### src/rtl/pcm_tmr_pkg.sv
// Shared register addresses, mode codes and control-register layout for the
// PCM timer pair. Assumes an 8-bit write-only register bus.
package pcm_tmr_pkg;
    localparam logic [2:0] ADDR_CNT_RATE = 3'd0;
    localparam logic [2:0] ADDR_CNT_BUF  = 3'd1;
    localparam logic [2:0] ADDR_MODE     = 3'd2;
    localparam logic [2:0] ADDR_CTRL     = 3'd3;
    localparam logic [2:0] ADDR_ACK      = 3'd4;

    localparam logic [2:0] MODE_RATE_GEN = 3'b010;

    typedef struct packed {
        logic wide;
        logic pcm_en;
        logic gate_buf;
        logic gate_rate;
    } ctrl_t;
endpackage

### src/rtl/pcm_tmr_holdoff.sv
// Holdoff window after a mode write: busy stays high for HOLD_CYC cycles
// following the start pulse. Assumes HOLD_CYC >= 1.
module pcm_tmr_holdoff #(
    parameter int HOLD_CYC = 4
) (
    input  logic clk,
    input  logic rst_n,
    input  logic start,
    output logic busy
);
    localparam int HW = $clog2(HOLD_CYC + 1);
    localparam logic [HW-1:0] HOLD_INIT = HW'(HOLD_CYC);

    logic [HW-1:0] left_q;

    // Load the window on start, then count it down to zero.
    always_ff @(posedge clk) begin
        if (!rst_n)
            left_q <= '0;
        else if (start)
            left_q <= HOLD_INIT;
        else if (left_q != '0)
            left_q <= left_q - 1'b1;
    end

    assign busy = (left_q != '0);

    a_r3_window_opens: assert property (@(posedge clk) disable iff (!rst_n)
        start |=> busy);
endmodule

### src/rtl/pcm_tmr_counter.sv
// One mode-2 down-counter with byte-wise load (low then high). Keeps W bits
// of the loaded value; a count of 0 means 2^W. A loaded value of 1 never
// produces a terminal event. Assumes BYTE_W < W <= 2*BYTE_W or W <= BYTE_W.
module pcm_tmr_counter #(
    parameter int W      = 16,
    parameter int BYTE_W = 8
) (
    input  logic              clk,
    input  logic              rst_n,
    input  logic              mode_wr,
    input  logic              mode_ok,
    input  logic              data_wr,
    input  logic [BYTE_W-1:0] wdata,
    input  logic              tick,
    output logic              term,
    output logic              out_n
);
    localparam logic [W-1:0] ONE = W'(1);

    logic              armed_q, hi_next_q, pend_q, run_q;
    logic [BYTE_W-1:0] lo_q;
    logic [W-1:0]      reload_q, count_q, new_val;
    logic              at_one, reload_one, live;

    // Assemble the value kept from the two load bytes.
    generate
        if (W > BYTE_W) begin : g_two_byte
            assign new_val = {wdata[W-BYTE_W-1:0], lo_q};
        end else begin : g_one_byte
            assign new_val = lo_q[W-1:0];
        end
    endgenerate

    assign at_one     = (count_q == ONE);
    assign reload_one = (reload_q == ONE);
    assign live       = run_q && !pend_q && !reload_one;

    // Mode arming, byte sequencing and pending-load control.
    always_ff @(posedge clk) begin
        if (!rst_n) begin
            armed_q   <= 1'b0;
            hi_next_q <= 1'b0;
            pend_q    <= 1'b0;
            run_q     <= 1'b0;
            lo_q      <= '0;
            reload_q  <= '0;
        end else if (mode_wr) begin
            armed_q   <= mode_ok;
            hi_next_q <= 1'b0;
            pend_q    <= 1'b0;
            run_q     <= 1'b0;
        end else begin
            if (tick && pend_q) begin
                run_q  <= 1'b1;
                pend_q <= 1'b0;
            end
            if (data_wr && armed_q) begin
                if (!hi_next_q) begin
                    lo_q      <= wdata;
                    hi_next_q <= 1'b1;
                end else begin
                    reload_q  <= new_val;
                    hi_next_q <= 1'b0;
                    pend_q    <= 1'b1;
                end
            end
        end
    end

    // Count register: load on first tick, then decrement with reload at 1.
    always_ff @(posedge clk) begin
        if (!rst_n)
            count_q <= '0;
        else if (tick && pend_q)
            count_q <= reload_q;
        else if (tick && run_q)
            count_q <= at_one ? reload_q : count_q - 1'b1;
    end

    assign term  = tick && live && at_one;
    assign out_n = !(live && at_one);

    a_r7_hold_without_tick: assert property (@(posedge clk) disable iff (!rst_n)
        !tick |=> $stable(count_q));
    a_r4_reload_on_term: assert property (@(posedge clk) disable iff (!rst_n)
        term |=> (count_q == $past(reload_q)));
    a_r2_unarmed_no_load: assert property (@(posedge clk) disable iff (!rst_n)
        (!armed_q && !mode_wr) |=> $stable(reload_q));
endmodule

### src/rtl/pcm_tmr_irq.sv
// End-of-buffer interrupt latch: set wins over clear in the same cycle.
module pcm_tmr_irq (
    input  logic clk,
    input  logic rst_n,
    input  logic set,
    input  logic clr,
    output logic irq
);
    // Latch terminal events, clear on acknowledge unless an event coincides.
    always_ff @(posedge clk) begin
        if (!rst_n)
            irq <= 1'b0;
        else if (set)
            irq <= 1'b1;
        else if (clr)
            irq <= 1'b0;
    end

    a_r9_rise_has_cause: assert property (@(posedge clk) disable iff (!rst_n)
        $rose(irq) |-> $past(set));
    a_r10_set_wins: assert property (@(posedge clk) disable iff (!rst_n)
        set |=> irq);
endmodule

### src/rtl/pcm_timer_pair.sv
// Top of the PCM timer pair: register decode, gate/enable control, channel
// width stepping and the two mode-2 counters. Assumes a single write per
// cycle and single-cycle rate_tick / xfer_byte pulses from their sources.
module pcm_timer_pair
    import pcm_tmr_pkg::*;
#(
    parameter int RATE_W   = 8,
    parameter int BUF_W    = 16,
    parameter int HOLD_CYC = 4
) (
    input  logic       clk,
    input  logic       rst_n,
    input  logic       bus_wr,
    input  logic [2:0] bus_addr,
    input  logic [7:0] bus_wdata,
    input  logic       rate_tick,
    input  logic       xfer_byte,
    output logic       xfer_req,
    output logic       irq,
    output logic       rate_out_n,
    output logic       buf_out_n
);
    localparam int NCNT = 2;

    ctrl_t            ctrl_q;
    logic             phase_q;
    logic             mode_any, mode_ok, hold_busy, cnt_acc, ack_hit, byte_ok;
    logic [NCNT-1:0]  mode_sel, data_sel, tick, term, out_n;

    assign mode_any = bus_wr && (bus_addr == ADDR_MODE);
    assign mode_ok  = (bus_wdata[3:1] == MODE_RATE_GEN);
    assign cnt_acc  = bus_wr && !hold_busy &&
                      ((bus_addr == ADDR_CNT_RATE) || (bus_addr == ADDR_CNT_BUF));
    assign ack_hit  = bus_wr && (bus_addr == ADDR_ACK) && bus_wdata[0];
    assign byte_ok  = xfer_byte && ctrl_q.gate_buf && ctrl_q.pcm_en;

    assign tick[0] = rate_tick && ctrl_q.gate_rate;
    assign tick[1] = byte_ok && (!ctrl_q.wide || phase_q);

    // Control register holding gates, PCM enable and channel width.
    always_ff @(posedge clk) begin
        if (!rst_n)
            ctrl_q <= '0;
        else if (bus_wr && (bus_addr == ADDR_CTRL))
            ctrl_q <= ctrl_t'(bus_wdata[3:0]);
    end

    // Byte phase for wide channels: the buffer counter steps on odd bytes.
    always_ff @(posedge clk) begin
        if (!rst_n)
            phase_q <= 1'b0;
        else if (mode_sel[1])
            phase_q <= 1'b0;
        else if (byte_ok && ctrl_q.wide)
            phase_q <= !phase_q;
    end

    pcm_tmr_holdoff #(.HOLD_CYC(HOLD_CYC)) u_hold (
        .clk   (clk),
        .rst_n (rst_n),
        .start (mode_any),
        .busy  (hold_busy)
    );

    generate
        for (genvar gi = 0; gi < NCNT; gi++) begin : g_cnt
            localparam int CW = (gi == 0) ? RATE_W : BUF_W;
            assign mode_sel[gi] = mode_any && (bus_wdata[7:6] == 2'(gi));
            assign data_sel[gi] = cnt_acc && (bus_addr == 3'(gi));
            pcm_tmr_counter #(.W(CW), .BYTE_W(8)) u_cnt (
                .clk     (clk),
                .rst_n   (rst_n),
                .mode_wr (mode_sel[gi]),
                .mode_ok (mode_ok),
                .data_wr (data_sel[gi]),
                .wdata   (bus_wdata),
                .tick    (tick[gi]),
                .term    (term[gi]),
                .out_n   (out_n[gi])
            );
        end
    endgenerate

    pcm_tmr_irq u_irq (
        .clk   (clk),
        .rst_n (rst_n),
        .set   (term[1]),
        .clr   (ack_hit),
        .irq   (irq)
    );

    assign xfer_req   = term[0] && ctrl_q.pcm_en;
    assign rate_out_n = out_n[0];
    assign buf_out_n  = out_n[1];

    a_r3_no_load_after_mode: assert property (@(posedge clk) disable iff (!rst_n)
        cnt_acc |-> !$past(mode_any));
    a_r11_irq_held: assert property (@(posedge clk) disable iff (!rst_n)
        (!ctrl_q.pcm_en && !ack_hit) |=> $stable(irq));
    a_r8_no_tick_disabled: assert property (@(posedge clk) disable iff (!rst_n)
        (!ctrl_q.pcm_en || !ctrl_q.gate_buf) |-> (tick[1] == 1'b0));
endmodule

### config.mk
export PLATFORM = sky130hd
export DESIGN_NAME = pcm_timer_pair
export DESIGN_NICKNAME = d
export VERILOG_FILES = /design/src/rtl/pcm_tmr_pkg.sv /design/src/rtl/pcm_tmr_holdoff.sv /design/src/rtl/pcm_tmr_counter.sv /design/src/rtl/pcm_tmr_irq.sv /design/src/rtl/pcm_timer_pair.sv
export SDC_FILE = /design/constraint.sdc
export NUM_CORES = 1
export LEC_CHECK = 0
export BUFFER_PORTS_ARGS = -buffer_cell sky130_fd_sc_hd__buf_2
export CAP_MARGIN = 20
export CELL_PAD_IN_SITES_DETAIL_PLACEMENT = 1
export CELL_PAD_IN_SITES_GLOBAL_PLACEMENT = 1
export CORE_MARGIN = 2
export CORE_UTILIZATION = 50
export CTS_CLUSTER_DIAMETER = 50
export DETAILED_ROUTE_END_ITERATION = 6
export MAX_ROUTING_LAYER = met4
export PLACE_DENSITY_LB_ADDON = 0.1
export SLEW_MARGIN = 5
export SYNTH_ARGS = -nofsm -noshare
export SYNTH_HDL_FRONTEND = slang
export SYNTH_SLANG_ARGS = --single-unit
### constraint.sdc
create_clock -name clk -period 6.1 [get_ports clk]
set_input_delay 0.305 -clock clk [delete_from_list [all_inputs] [get_ports clk]]
set_output_delay 0.305 -clock clk [all_outputs]
set_load 0.03 [all_outputs]
# Yosys cells after proc, flatten, opt, wreduce, memory -nomap -nowiden
# Index checks and enable logic that the tools add are counted.
dict set report word_totals {
  regBits 81
  in_bits 16
  elab_cells 115
}
dict set report op_classes {
  addsub 3
  n_mux 18
  reduce_logical 57
  n_eq_ne 10
  bitwise 5
}
# op count
set op_table {}
lappend op_table {{$mux W16} 3}
lappend op_table {{$eq A16 B1 Y1 const B} 2}
lappend op_table {{$logic_and A1 B1 Y1} 32}
lappend op_table {{$mux W8} 3}
lappend op_table {{$eq A8 B1 Y1 const B} 2}
lappend op_table {{$sub A16 B1 Y16 const B} 1}
lappend op_table {{$reduce_and A3 Y1} 4}
lappend op_table {{$mux W1} 10}
lappend op_table {{$eq A3 B2 Y1 const B} 3}
lappend op_table {{$logic_not A1 Y1} 9}
lappend op_table {{$reduce_bool A2 Y1} 4}
lappend op_table {{$sub A8 B1 Y8 const B} 1}
lappend op_table {{$mux W3} 2}
lappend op_table {{$reduce_or A2 Y1} 3}
lappend op_table {{$not A1 Y1} 5}
lappend op_table {{$eq A3 B1 Y1 const B} 1}
lappend op_table {{$eq A3 B3 Y1 const B} 1}
lappend op_table {{$logic_not A3 Y1} 1}
lappend op_table {{$reduce_bool A3 Y1} 1}
lappend op_table {{$sub A3 B1 Y3 const B} 1}
lappend op_table {{$eq A2 B1 Y1 const B} 1}
lappend op_table {{$logic_not A2 Y1} 1}
lappend op_table {{$logic_or A1 B1 Y1} 2}

# Longest topological paths before layout
dict set report logic_depth {
  depth_word 7
  ltp_mapped 9
  depth_no_buf 8
}

# Modules after synthesis
# From an unflattened synthesis, not the netlist that was laid out.
dict set report unflattened {
  cells_unflattened 478
  hier_area_um2 3917.5
}
# module seq_area_each_um2 instances cells_per_inst area_each_um2
set by_module_without_submodules {}
lappend by_module_without_submodules {{pcm_tmr_counter at g_cnt[1].u_cnt} 880.8 1 273 2068.2}
lappend by_module_without_submodules {{pcm_tmr_counter at g_cnt[0].u_cnt} 560.5 1 152 1335.0}
lappend by_module_without_submodules {pcm_timer_pair 100.1 1 32 305.3}
lappend by_module_without_submodules {pcm_tmr_holdoff 60.1 1 18 167.7}
lappend by_module_without_submodules {pcm_tmr_irq 20.0 1 3 41.3}

# Worst setup path after synthesis
# No wires, ideal clock.
dict set report synth_timing {
  path_kind {flip-flop to flip-flop}
  start {register g_cnt[1].u_cnt.count_q[0]}
  end {register g_cnt[1].u_cnt.count_q[15]}
  n_path_buf 0
  required_time_ns 6.021
  arrival_time_ns 2.315
  setup_time_ns 0.079
  path_slack_ns 3.706
  stages_incl_launch_ff 6
  cell_sequence {dfxtp_1 > or4_4 > or4b_4 > or3_1 > or4_1 > o211ai_1}
}
dict set report synth_via {
  elab_chain_cells 4
}
# item line_no
set synth_lines {}
lappend synth_lines {{start, declared} pcm_tmr_counter.sv:22} ;# logic [W-1:0] reload_q, count_q, new_val;
lappend synth_lines {{start signal, assigned} pcm_tmr_counter.sv:75} ;# count_q <= reload_q;
lappend synth_lines {{start signal, assigned} pcm_tmr_counter.sv:77} ;# count_q <= at_one ? reload_q : count_q - 1'b1;
lappend synth_lines {{$sub A16 B1 Y16 or $eq A16 B1 Y1 (tied branches)} {pcm_tmr_counter.sv:77, pcm_tmr_counter.sv:34}}
lappend synth_lines {{$mux W16 *} pcm_tmr_counter.sv:77}
lappend synth_lines {{$mux W16 *} pcm_tmr_counter.sv:76} ;# else if (tick && run_q)
lappend synth_lines {{$mux W16 *} pcm_tmr_counter.sv:74} ;# else if (tick && pend_q)
# Mark *: on every way between the ends. The rest lies on a longest branch, timed or not. The select of a mux whose other input is x is not followed.
# A chain may end at the register's enable or synchronous reset.

# Worst setup path in the final report
dict set report layout_timing {
  start {register g_cnt[1].u_cnt.count_q[1]}
  end {register g_cnt[1].u_cnt.count_q[11]}
}
# The elaborated chain is that of the path after synthesis.

==> out/qor.json <==
{
  "outcome": {"value": "finished, final reports clean"},
  "cts-buffers-inserted": {"value": 9},
  "global_route_wire_length_before_repair": {"value": 17.3, "unit": "mm"},
  "grt_usage": {"value": 0.269},
  "static-leakage-power": {"value": 1.83, "unit": "nW"},
  "finalPower": {"value": 0.00107, "unit": "W"},
  "yosys_warnings": {"value": 0},
  "ant_nets": {"value": 0},
  "number_of_violations_reported_at_the_end_of_detailed_routing_iteration_0": {"value": 214},
  "top_layer_used": {"value": "met4"},
  "hold_end": {"value": "g_cnt[1].u_cnt.reload_q[12]"},
  "syn_inst": {"value": 443},
  "min_path_cells": {"value": 3},
  "hold_fix_buffer_count_after_cts": {"value": 0},
  "worst_ep_arrival_time": {"value": 3.00, "unit": "ns"},
  "routed-wl-met2": {"value": 5.12, "unit": "mm"},
  "number_of_enable_type_register_cells_in_the_synthesized_netlist": {"value": 0},
  "setup_repair_after_global_routing_missed_its_margin": {"value": "false"},
  "post_route_cells_drive_above_1_share": {"value": 0.113},
  "ys_types": {"value": 48},
  "fin_hold_ws": {"value": 0.255, "unit": "ns"},
  "floorplan.initialDensity": {"value": 0.521},
  "max_freq": {"value": 363, "unit": "MHz"},
  "worst_skew_pair.late_latency": {"value": 0.36, "unit": "ns"},
  "vias": {"value": 3385},
  "worst_r2r_startpoint": {"value": "g_cnt[1].u_cnt.count_q[1]"},
  "vdd_drop_max": {"value": 0.122, "unit": "mV"},
  "floorplan.io_pins": {"value": 20},
  "cts_buffer_depth": {"value": 2},
  "final_critical_delay_including_setup_and_external_delays": {"value": 2.75, "unit": "ns"},
  "numPortBuffers": {"value": 19},
  "worst_r2r_endpoint": {"value": "g_cnt[1].u_cnt.count_q[11]"},
  "hold_violations": {"value": 0},
  "wl_per_cell": {"value": 18.7, "unit": "um"},
  "worst_ep_required_time": {"value": 6.35, "unit": "ns"},
  "min_from": {"value": "bus_wdata[4]"},
  "ys_dominant_reg_cell": {"value": "sky130_fd_sc_hd__dfxtp_1"},
  "max-slew-margin-rel": {"value": 0.318},
  "antenna_found_initial": {"value": 0},
  "mostFrequentLayoutCell": {"value": "sky130_fd_sc_hd__dfxtp_1"},
  "design.die.area": {"value": 8360, "unit": "um^2"},
  "globalplace.congestion": {"value": 0.857},
  "die_width": {"value": 91.4, "unit": "um"},
  "area_of_the_mapped_netlist": {"value": 3820, "unit": "um^2"},
  "cts_htree_levels": {"value": 3},
  "min-delay-path-class": {"value": "in2reg"},
  "antenna_cells": {"value": 0},
  "period_share": {"value": 0.451},
  "via_per_inst": {"value": 6.06},
  "syn_to_final_growth": {"value": 10.8, "unit": "%"},
  "mappedNetlistNets": {"value": 466},
  "post_cts_resize_count": {"value": 0},
  "root_buffer": {"value": "sky130_fd_sc_hd__clkbuf_8"},
  "reg2reg_setup_slack": {"value": 3.35, "unit": "ns"},
  "cts_setup_buffers": {"value": 0},
  "final.setup_skew": {"value": 0.00973, "unit": "ns"},
  "detail_route.drc_violations": {"value": 0},
  "ys_seq_elements": {"value": 81},
  "clock_sink_count": {"value": 81},
  "grt-ovfl-total": {"value": 0},
  "maxSlewViolCount": {"value": 0},
  "timing.max_cap.violations": {"value": 0},
  "die_h": {"value": 91.4, "unit": "um"},
  "synth_async_reset_ratio": {"value": 0},
  "drt-total-wl": {"value": 10.4, "unit": "mm"},
  "synth_area_per_inst": {"value": 8.63, "unit": "um^2"},
  "grt_max_degree": {"value": 56},
  "route.met3.wl": {"value": 412, "unit": "um"},
  "critical_path.endpoint_type": {"value": "flop"},
  "post_layout_net_count": {"value": 479},
  "rr_worst_depth": {"value": 7},
  "drt_pass1_iterations": {"value": 4},
  "grt_pass1_vias": {"value": 3399},
  "m1WireLength": {"value": 4.79, "unit": "mm"},
  "setup_tns": {"value": 0, "unit": "ns"},
  "crit_type": {"value": "reg2reg"},
  "hpwl": {"value": 7.07, "unit": "mm"},
  "report.final.setup_viol": {"value": 0},
  "layout.cells.most_common_list": {"value": "81 x sky130_fd_sc_hd__dfxtp_1, 76 x sky130_fd_sc_hd__nor2_1, 49 x sky130_fd_sc_hd__mux2i_1, 33 x sky130_fd_sc_hd__a21oi_1, 31 x sky130_fd_sc_hd__nand2_1"},
  "worst_pin_slew": {"value": 1.02, "unit": "ns"},
  "top_fanout_value_on_the_critical_path": {"value": 15},
  "std_cell_rows": {"value": 31},
  "synth_sequential_area_ratio": {"value": 0.424},
  "startpoint_type": {"value": "flop"},
  "core": {"value": 7330, "unit": "um^2"},
  "power.density": {"value": 253, "unit": "nW/um^2"},
  "clock_input_transition_at_the_sequential_cells_of_the_worst_setup_and_hold_paths": {"value": 0.09, "unit": "ns"},
  "tritoncts": {"value": "done"}
}
[flip-flops by register name, indices dropped and copies added, names as in the netlist]
signal and flops:
g_cnt.u_cnt.count_q 24, g_cnt.u_cnt.reload_q 24, g_cnt.u_cnt.lo_q 16, ctrl_q 4, u_hold.left_q 3, g_cnt.u_cnt.armed_q 2
g_cnt.u_cnt.hi_next_q 2, g_cnt.u_cnt.pend_q 2, g_cnt.u_cnt.run_q 2, phase_q 1, u_irq.irq 1
[metal layers]
metal | track usage | up-vias
met5 | - | -
met2 | 0.439 | 71
met4 | 0.0694 | 0
met3 | 0.0432 | 9
li1 | - | 1626
met1 | 0.349 | 1679
[final cells by class]
type	instances	area, um^2
clock buffer	9	124
timing repair buffer	22	125
tap	99	124
multi-input combinational	328	2070
fill	857	3100
inverter	14	52.6
clock inverter	6	115
sequential	81	1620
[cell usage after synthesis (3+ instances only)]
master	count	area share
sky130_fd_sc_hd__a21oi_1	33	0.043
sky130_fd_sc_hd__clkbuf_1	18	0.018
sky130_fd_sc_hd__a31oi_1	6	0.0098
sky130_fd_sc_hd__inv_1	13	0.013
sky130_fd_sc_hd__nand4_1	9	0.015
sky130_fd_sc_hd__and3_1	4	0.0065
sky130_fd_sc_hd__o211ai_1	3	0.0059
sky130_fd_sc_hd__nand3_1	10	0.013
sky130_fd_sc_hd__nor4_1	10	0.016
sky130_fd_sc_hd__ha_1	7	0.023
sky130_fd_sc_hd__o21ai_0	11	0.014
sky130_fd_sc_hd__o31ai_1	3	0.0059
sky130_fd_sc_hd__a41oi_1	4	0.0092
sky130_fd_sc_hd__dfxtp_1	81	0.42
sky130_fd_sc_hd__and2_1	3	0.0049
sky130_fd_sc_hd__nand2b_1	4	0.0065
sky130_fd_sc_hd__nor3b_1	3	0.0059
sky130_fd_sc_hd__nor4b_1	5	0.011
sky130_fd_sc_hd__nor2_1	76	0.075
sky130_fd_sc_hd__o221a_2	4	0.012
sky130_fd_sc_hd__nand2_1	31	0.030
sky130_fd_sc_hd__o22ai_1	6	0.0098
sky130_fd_sc_hd__nor2b_1	5	0.0082
sky130_fd_sc_hd__or3_1	4	0.0065
sky130_fd_sc_hd__nor3_1	9	0.012
sky130_fd_sc_hd__mux2i_1	49	0.13
sky130_fd_sc_hd__xor2_1	3	0.0069
[worst max-delay path, stage by stage, from the launching register on]
cell and delay (ns):
sky130_fd_sc_hd__dfxtp_1 0.39, sky130_fd_sc_hd__inv_1 0.09, sky130_fd_sc_hd__ha_1 0.20, sky130_fd_sc_hd__nor4b_1 0.16
sky130_fd_sc_hd__and4_1 0.36, sky130_fd_sc_hd__nor2_1 0.83, sky130_fd_sc_hd__mux2_2 0.42, sky130_fd_sc_hd__a32o_1 0.20
[how the worst max path moves through the flow]
| stage | to | slack, ns | startpoint | depth (start not counted) |
|---|---|---|---|---|
| final | g_cnt[1].u_cnt.count_q[11] | 3.35 | g_cnt[1].u_cnt.count_q[1] | 7 |
| after global routing | g_cnt[1].u_cnt.count_q[11] | 3.17 | g_cnt[1].u_cnt.count_q[1] | 7 |
| after CTS | g_cnt[1].u_cnt.count_q[11] | 3.33 | g_cnt[1].u_cnt.count_q[1] | 7 |
| after detailed placement | g_cnt[1].u_cnt.count_q[11] | 3.38 | g_cnt[1].u_cnt.count_q[1] | 7 |
| after global placement | g_cnt[1].u_cnt.reload_q[8] | 3.37 | u_hold.left_q[0] | 7 |
| after floorplan | g_cnt[1].u_cnt.count_q[15] | 3.71 | g_cnt[1].u_cnt.count_q[0] | 5 |
[kinds of logic (layout without fill, tap and decap cells)]
| group | Yosys count | after routing | synth area share |
|---|---|---|---|
| adder cells (fa/ha/maj) | 7 | 7 | 0.0229 |
| AO/OA/AOI/OAI | 78 | 78 | 0.129 |
| flip-flops | 81 | 81 | 0.424 |
| XOR/XNOR | 4 | 4 | 0.00917 |
| multiplexers | 51 | 51 | 0.134 |
| buffers and inverters | 34 | 51 | 0.0334 |
| AND/OR/NAND/NOR | 188 | 188 | 0.247 |
[metrics by stage]
step                      cell area (um^2)   util  instances  setup WS (ns)
after floorplan                       3820      -        443           3.71
after global routing                  4230  0.578        559           3.17
final                                 4230  0.578        559           3.35
after detailed placement              3990  0.544        543           3.38
after global placement                3970  0.542        542           3.37
after CTS                             4230  0.577        558           3.33
[power breakdown]
| part | internal [W] | total [W] | leakage (nW) | switching [W] |
|---|---|---|---|---|
| clock network | 0.000273 | 0.000481 | 0.116 | 0.000208 |
| registers | 0.000533 | 0.000537 | 0.653 | 0.00000328 |
| logic | 0.0000197 | 0.0000559 | 1.06 | 0.0000361 |
| total | 0.000826 | 0.00107 | 1.83 | 0.000247 |
(Power assumes the default switching activity.)
